File: config.mk
export PLATFORM = sky130hd
export DESIGN_NAME = txq_dwrr_sched
export DESIGN_NICKNAME = d
export VERILOG_FILES = /design/src/rtl/txq_sched_pkg.sv /design/src/rtl/txq_first_pick.sv /design/src/rtl/txq_deficit.sv /design/src/rtl/txq_dwrr_sched.sv
export SDC_FILE = /design/constraint.sdc
export NUM_CORES = 1
export LEC_CHECK = 0
export ABC_AREA = 1
export BUFFER_PORTS_ARGS = -buffer_cell sky130_fd_sc_hd__buf_2
export CORE_MARGIN = 5
export CORE_UTILIZATION = 25
export DETAILED_ROUTE_END_ITERATION = 7
export PLACE_DENSITY = 0.47
export SLEW_MARGIN = 25
export SYNTH_ARGS = -nofsm -noshare
export SYNTH_HDL_FRONTEND = slang
export SYNTH_HIERARCHICAL = 1
export SYNTH_SLANG_ARGS = --single-unit
File: constraint.sdc
create_clock -name clk -period 9.7 [get_ports clk]
set_input_delay 0 -clock clk [delete_from_list [all_inputs] [get_ports clk]]
set_output_delay 0 -clock clk [all_outputs]
set_load 0.02 [all_outputs]
File: src/rtl/txq_sched_pkg.sv
package txq_sched_pkg;

   typedef enum logic [1:0] {
      ARB_PRIO    = 2'd0,
      ARB_RR      = 2'd1,
      ARB_DWRR    = 2'd2,
      ARB_DWRR_B  = 2'd3
   } arb_mode_e;

endpackage

File: src/rtl/txq_first_pick.sv
module txq_first_pick #(
   parameter int NQ     = 4,
   parameter bit ROTATE = 1'b0,
   localparam int IW    = (NQ > 1) ? $clog2(NQ) : 1
) (
   input  logic [NQ-1:0] cand_i,
   input  logic [IW-1:0] start_i,
   output logic          found_o,
   output logic [IW-1:0] idx_o
);

   generate
      if (ROTATE) begin : g_rot
         always_comb begin
            found_o = 1'b0;
            idx_o   = '0;
            for (int k = NQ - 1; k >= 0; k--) begin
               int p;
               p = int'(start_i) + k;
               if (p >= NQ) p = p - NQ;
               if (cand_i[p]) begin
                  found_o = 1'b1;
                  idx_o   = IW'(p);
               end
            end
         end
      end else begin : g_fix
         logic [IW-1:0] unused_start;
         assign unused_start = start_i;
         always_comb begin
            found_o = 1'b0;
            idx_o   = '0;
            for (int k = NQ - 1; k >= 0; k--) begin
               if (cand_i[k]) begin
                  found_o = 1'b1;
                  idx_o   = IW'(k);
               end
            end
         end
      end
   endgenerate

endmodule

File: src/rtl/txq_deficit.sv
module txq_deficit #(
   parameter int DEF_W = 20,
   parameter int QNT_W = 16,
   localparam int SUM_W = ((DEF_W > QNT_W) ? DEF_W : QNT_W) + 1
) (
   input  logic             clk,
   input  logic             rst_n,
   input  logic             qrst_i,
   input  logic [DEF_W-1:0] init_i,
   input  logic [DEF_W-1:0] max_i,
   input  logic [QNT_W-1:0] quantum_i,
   input  logic             credit_i,
   input  logic             charge_i,
   input  logic [DEF_W-1:0] cost_i,
   output logic [DEF_W-1:0] def_o
);

   logic [DEF_W-1:0] def_q;
   logic [SUM_W-1:0] sum;
   logic [DEF_W-1:0] capped;

   always_comb begin
      sum    = SUM_W'(def_q) + SUM_W'(quantum_i);
      capped = (sum > SUM_W'(max_i)) ? max_i : sum[DEF_W-1:0];
   end

   always_ff @(posedge clk) begin
      if (!rst_n)        def_q <= init_i;
      else if (qrst_i)   def_q <= init_i;
      else if (charge_i) def_q <= def_q - cost_i;
      else if (credit_i) def_q <= capped;
   end

   assign def_o = def_q;

   AST_CHARGE_AFFORD: assert property (@(posedge clk) disable iff (!rst_n)
      charge_i |-> (def_q >= cost_i));
   AST_CREDIT_CAP: assert property (@(posedge clk) disable iff (!rst_n)
      (credit_i && !qrst_i && !charge_i) |=> (def_q <= $past(max_i)));
   AST_QRST_LOAD: assert property (@(posedge clk) disable iff (!rst_n)
      qrst_i |=> (def_q == $past(init_i)));
   AST_IDLE_HOLD: assert property (@(posedge clk) disable iff (!rst_n)
      (!qrst_i && !charge_i && !credit_i) |=> (def_q == $past(def_q)));

endmodule

File: src/rtl/txq_dwrr_sched.sv
module txq_dwrr_sched
   import txq_sched_pkg::*;
#(
   parameter int NQ    = 4,
   parameter int LEN_W = 16,
   parameter int WGT_W = 8,
   parameter int INC_W = 8,
   parameter int DEF_W = 20,
   localparam int IW    = (NQ > 1) ? $clog2(NQ) : 1,
   localparam int QNT_W = WGT_W + INC_W
) (
   input  logic                clk,
   input  logic                rst_n,
   input  logic [1:0]          mode_i,
   input  logic                pkt_mode_i,
   input  logic [INC_W-1:0]    inc_factor_i,
   input  logic [DEF_W-1:0]    def_max_i,
   input  logic [DEF_W-1:0]    def_init_i,
   input  logic [NQ-1:0]       req_i,
   input  logic [NQ*LEN_W-1:0] len_i,
   input  logic [NQ*WGT_W-1:0] weight_i,
   input  logic [NQ-1:0]       strict_i,
   input  logic [NQ-1:0]       pause_i,
   input  logic [NQ-1:0]       qrst_i,
   output logic [NQ-1:0]       gnt_o,
   output logic                gnt_vld_o
);

   if (NQ < 2) begin : g_chk_nq
      $error("txq_dwrr_sched: NQ must be at least 2");
   end
   if (LEN_W > DEF_W) begin : g_chk_len
      $error("txq_dwrr_sched: LEN_W must not exceed DEF_W");
   end

   function automatic logic [IW-1:0] wrap_next(input logic [IW-1:0] p);
      return (int'(p) == NQ - 1) ? '0 : p + 1'b1;
   endfunction

   logic [IW-1:0]    ptr_q, ptr_d, ptr_nxt;
   logic [NQ-1:0]    elig;
   logic [NQ-1:0]    afford;
   logic [NQ-1:0]    charge;
   logic [NQ-1:0]    credit;
   logic [DEF_W-1:0] cost    [NQ];
   logic [DEF_W-1:0] deficit [NQ];
   logic [QNT_W-1:0] quantum [NQ];

   logic             prio_found, rr_found, strict_found;
   logic [IW-1:0]    prio_idx, rr_idx, strict_idx;
   logic             win_vld;
   logic [IW-1:0]    win_idx;
   logic             do_charge, do_adv;
   arb_mode_e        mode;

   assign mode    = arb_mode_e'(mode_i);
   assign elig    = req_i & ~pause_i & ~qrst_i;
   assign ptr_nxt = wrap_next(ptr_q);

   txq_first_pick #(.NQ(NQ), .ROTATE(1'b0)) u_prio (
      .cand_i(elig), .start_i(ptr_q), .found_o(prio_found), .idx_o(prio_idx));

   txq_first_pick #(.NQ(NQ), .ROTATE(1'b1)) u_rr (
      .cand_i(elig), .start_i(ptr_q), .found_o(rr_found), .idx_o(rr_idx));

   txq_first_pick #(.NQ(NQ), .ROTATE(1'b0)) u_strict (
      .cand_i(elig & strict_i), .start_i(ptr_q), .found_o(strict_found),
      .idx_o(strict_idx));

   always_comb begin
      win_vld   = 1'b0;
      win_idx   = '0;
      ptr_d     = ptr_q;
      do_charge = 1'b0;
      do_adv    = 1'b0;
      case (mode)
         ARB_PRIO: begin
            win_vld = prio_found;
            win_idx = prio_idx;
         end
         ARB_RR: begin
            win_vld = rr_found;
            win_idx = rr_idx;
            if (rr_found) ptr_d = wrap_next(rr_idx);
         end
         default: begin
            if (strict_found) begin
               win_vld = 1'b1;
               win_idx = strict_idx;
            end else if (elig[ptr_q] && !strict_i[ptr_q] && afford[ptr_q]) begin
               win_vld   = 1'b1;
               win_idx   = ptr_q;
               do_charge = 1'b1;
            end else begin
               do_adv = 1'b1;
               ptr_d  = ptr_nxt;
            end
         end
      endcase
   end

   for (genvar i = 0; i < NQ; i++) begin : g_q
      assign quantum[i] = QNT_W'(weight_i[i*WGT_W +: WGT_W]) * QNT_W'(inc_factor_i);
      assign cost[i]    = pkt_mode_i ? DEF_W'(1) : DEF_W'(len_i[i*LEN_W +: LEN_W]);
      assign afford[i]  = deficit[i] >= cost[i];
      assign charge[i]  = do_charge && (ptr_q == IW'(i));
      assign credit[i]  = do_adv && (ptr_nxt == IW'(i)) && !pause_i[i];

      txq_deficit #(.DEF_W(DEF_W), .QNT_W(QNT_W)) u_def (
         .clk      (clk),
         .rst_n    (rst_n),
         .qrst_i   (qrst_i[i]),
         .init_i   (def_init_i),
         .max_i    (def_max_i),
         .quantum_i(quantum[i]),
         .credit_i (credit[i]),
         .charge_i (charge[i]),
         .cost_i   (cost[i]),
         .def_o    (deficit[i])
      );
   end

   always_ff @(posedge clk) begin
      if (!rst_n) begin
         gnt_o     <= '0;
         gnt_vld_o <= 1'b0;
         ptr_q     <= '0;
      end else begin
         gnt_o     <= win_vld ? (NQ'(1) << win_idx) : '0;
         gnt_vld_o <= win_vld;
         ptr_q     <= ptr_d;
      end
   end

   AST_GNT_ONEHOT: assert property (@(posedge clk) disable iff (!rst_n)
      gnt_vld_o |-> $onehot(gnt_o));
   AST_GNT_IDLE_ZERO: assert property (@(posedge clk) disable iff (!rst_n)
      !gnt_vld_o |-> (gnt_o == '0));
   AST_GNT_HAD_REQ: assert property (@(posedge clk) disable iff (!rst_n)
      gnt_vld_o |-> ((gnt_o & ~$past(req_i)) == '0));
   AST_PAUSE_BLOCK: assert property (@(posedge clk) disable iff (!rst_n)
      gnt_vld_o |-> ((gnt_o & ($past(pause_i) | $past(qrst_i))) == '0));
   AST_STRICT_FIRST: assert property (@(posedge clk) disable iff (!rst_n)
      (($past(mode_i) >= 2'd2) &&
       (|($past(strict_i) & $past(req_i) & ~$past(pause_i) & ~$past(qrst_i))))
      |-> (|(gnt_o & $past(strict_i))));
   AST_PTR_RANGE: assert property (@(posedge clk) disable iff (!rst_n)
      int'(ptr_q) < NQ);

endmodule

==> summary.md <==
| Metric | Value |
|---|---|
| Most frequent cell after synthesis | nand2_1 |
| DR pass1 iterations | 6 |
| Seq/Total Area, Yosys | 9.031% |
| R2r worst-path depth | 27 |
| Area growth from synthesis to layout | 9.578% |
| Fin Setup TNS | 0 ns |
| Flop2flop setup slack | a little over 5 ns |
| Clock root cell | clkbuf_16 |
| Most used cell, CP | nand2_1 |
| Critical path endpoint category | flop |
| Fmax | 0.1291 GHz |
| Clock power share | under 10% |
| Cts hold-fix bufs | 3 |
| Detailed placement HPWL | around 89,000 um |
| Routed wire length per instance | ~18 um |
| Worst-path clk slew | approximately 0.08 ns |
| CTS tree | done |
| Die area | between 100,000 and 150,000 sq um |
| Syn avg cell area | about 6.4 sq um |
| DIE WIDTH | 345.6 um |
| Delay-heaviest family, CP | adder cells |
| Vias in the first global route | around 26k |
| Clock Tree Buf Depth | 2 |
| Via Count | 27.19k |
| Critical Path Source Type | primary input |
| Sink Count | 87 |
| H-tree lvl count | 3 |
| Total CTS buffers | 9 |
| First-pass GRT wire length | around 160,000 um |
| Boundary Pins | 170 |
| Outcome | completed |
| Ant diodes | 0 |
| Post-CTS resize count | 0 |
| Port Buffer Count | approximately 170 |
| Routed WL | between 100,000 and 150,000 um |
| NumNets Final | around 5.2k |
| Antenna-violating nets left | 0 |
| Worst EP required | 9.83 ns |
| Mapped Cells | around 4.4k |
| Min cycle time layout | between 7 and 8 ns |
| VDD IR max | ~0.17 mV |
| Switching share of power | between 60% and 70% |
| Leak | 17.95 nW |
| Unique masters post-synth | 54 |
| Max transition margin | ~34% |
| Hold depth | 6 |
| Core Rows | around 120 |
| Drt via density | approximately 4.5 |
| EDFF count, synth | 80 |
| Hold EP | ptr_q[1]$_SDFFE_PN0P_ |
| FF+latch count, synth | between 80 and 90 |
| Synth area leaders | ha_1 (19%), nand2_1 (15%), inv_1 (13%) |
| R2R Path Start | g_q[3].u_def/def_o[0]$_DFFE_PP_ |
| Yosys warns | 6 |
| Placer Congestion | 0.9301 |
| Post-route DRC violation count | 0 |
| Share of the synthesized area in the top cell type | approximately a fifth |
| NetSw | 6.688 mW |
| Worst Skew | ~0.018 ns |
| Final Max Slew Viols | 0 |
| Pwr dens | ~340 nW/um^2 |
| Seq pwr share | around 6.9% |
| Hold_sp | mode_i[0] |
| CP Buf/Inv Count | 6 |
| Synth cell count leaders | nand2_1 (1,096), inv_1 (1,002), ha_1 (434) |
| Initial Utilization | 25.09% |
| Layout filler cell count | 12.75k |
| Register area | ~2500 sq um |
| Yosys top cell by area | ha_1 |
| Period utilization | approximately 80% |
| Post-CTS Repair Setup Buffers | 0 |
| Initial antenna violation count | 9 |
| Share of cells above drive strength 1 | roughly a tenth |
| Worst min path class | in -> reg |
| Ys async rst share | 0% |
| RSZ-0062 raised after global routing | false |
| Worst skew pair latency | about 0.38 ns |
| Internal Pwr Total | approximately 4.0 mW |
| GRT Util Overall | around 17% |
| Largest net degree at the start of global routing | approximately 60 |
| Grt total ovfl | 0 |
| Main synth FF type | edfxtp_1 |
| MaxCap Viol Count | 0 |
| Fin util | 27.50% |
| Reg-to-reg endpoint | g_q[3].u_def/def_o[0]$_DFFE_PP_ |
| Mapped Area | approximately 28,000 sq um |
| Area occupied by multi-input gates | about 21,000 sq um |
| Die height | roughly 350 um |
| CORE AREA | roughly 110,000 sq um |
| # setup viols final | 0 |
| Worst-margin pin slew | between 0.9 and 1 ns |
| Critical path type | in -> reg |
| Largest stage delay on the critical path | 0.57 ns |
| Starting DRT DRC Count | between 2k and 2.5k |
| CP max-delay cell | buf_2 |
| Comb pwr share | 89.4% |
| Hold Vio Cnt, Final | 0 |
| Worst EP arrival | between 7 and 8 ns |
| Critical Path Fanout Max | 32 |
## metal layers
layer  up-vias  wire length [um]  share of wire (%)  GRT usage (%)
met4         6              2626                2.5          3.866
met5         -                29              0.027              0
li1      13840                 -                  -              -
met3       113              5624                5.3          1.704
met1     12480             51660                 49          25.16
met2       748             45680                 43          27.36
## layout make-up
class	count	share of cell area (%)
clock buffer	10	0.7422
clock inverter	6	0.2758
inverter	1011	12.31
multi-input combinational	3186	69.19
sequential	87	8.242
tap	1500	6.084
timing repair buffer	185	3.156
## state kept, by name, indices dropped and copies added, names as in the netlist
| signal | count |
|---|---|
| g_q.u_def/def_o | 80 |
| gnt_o | 4 |
| ptr_q | 2 |
| gnt_vld_o | 1 |
## kinds of logic (layout without fill, tap and decap cells)
| family | after synthesis | after routing | synth area share, % |
|---|---|---|---|
| AND/OR/NAND/NOR | 1856 | 1856 | 29.12 |
| buffers and inverters | 1119 | 1212 | 15.39 |
| AO/OA/AOI/OAI | 604 | 604 | 12.48 |
| adder cells (fa/ha/maj) | 586 | 586 | 30.10 |
| XOR/XNOR | 124 | 124 | 3.858 |
| flip-flops | 87 | 87 | 9.031 |
| other | 1 | 16 | 0.01332 |
## worst max path at each step
stage	cells after the start	slack [ns]	endpoint	start
floorplan	43	3.33	g_q[3].u_def/def_o[0]$_DFFE_PP_	inc_factor_i[2]
global placement	41	1.57	g_q[3].u_def/def_o[0]$_DFFE_PP_	inc_factor_i[2]
detailed placement	41	1.58	g_q[3].u_def/def_o[0]$_DFFE_PP_	inc_factor_i[2]
CTS	41	1.92	g_q[3].u_def/def_o[0]$_DFFE_PP_	inc_factor_i[2]
global route	41	1.15	g_q[3].u_def/def_o[0]$_DFFE_PP_	inc_factor_i[2]
finish	41	1.96	g_q[3].u_def/def_o[0]$_DFFE_PP_	inc_factor_i[4]
## layout by cell type (no fill, tap or decap), drive strengths merged, types with 4 or more instances in the layout
cell    synthesis  layout
o211ai         21      21
nor3           32      32
nor2          300     300
o21ai         182     182
nor4            8       8
or2            17      17
fa            152     152
edfxtp         80      80
o221ai          5       5
dfxtp           7       7
conb            1      16
nand3         257     257
a31oi          14      14
a21o           11      11
ha            434     434
and3            5       5
xnor2          41      41
o31ai          12      12
inv          1009    1010
nand2        1176    1176
a31o            4       4
buf            30     182
a21oi         344     344
nand4          34      34
clkbuf         78      10
and2           17      17
o21bai          4       4
nand3b          9       9
xor2           83      83
## power by group through the flow
stage	Combinational [mW]	Sequential, mW	Clock [mW]
finish	9.51	0.737	0.392
global route	10.7	0.744	0.418
CTS	9.44	0.742	0.401
detailed placement	9.36	0.751	0
global placement	9.40	0.752	0
floorplan	6.84	0.612	0
## metrics by stage
step           setup slack (ns)  hold slack (ns)  power [mW]  area, sq um  std cells
6_report                  1.956           0.1083       10.64        30850       5985
5_1_grt                   1.152           0.1421       11.86        30850       5985
4_1_cts                   1.922          0.09433       10.58        30850       5985
3_5_place_dp              1.576           0.3402       10.11        30500       5966
3_3_place_gp              1.567           0.3589       10.15        30500       5966
2_1_floorplan             3.329           0.1357       7.450        28210       4392
## worst min-delay path: stages
cell and delay [ns]:
buf_2 0.09, nand2_1 0.09, nand2_1 0.07, nand2_1 0.05, nor2_1 0.09, nor2_1 0.05
(Power assumes the default switching activity.)
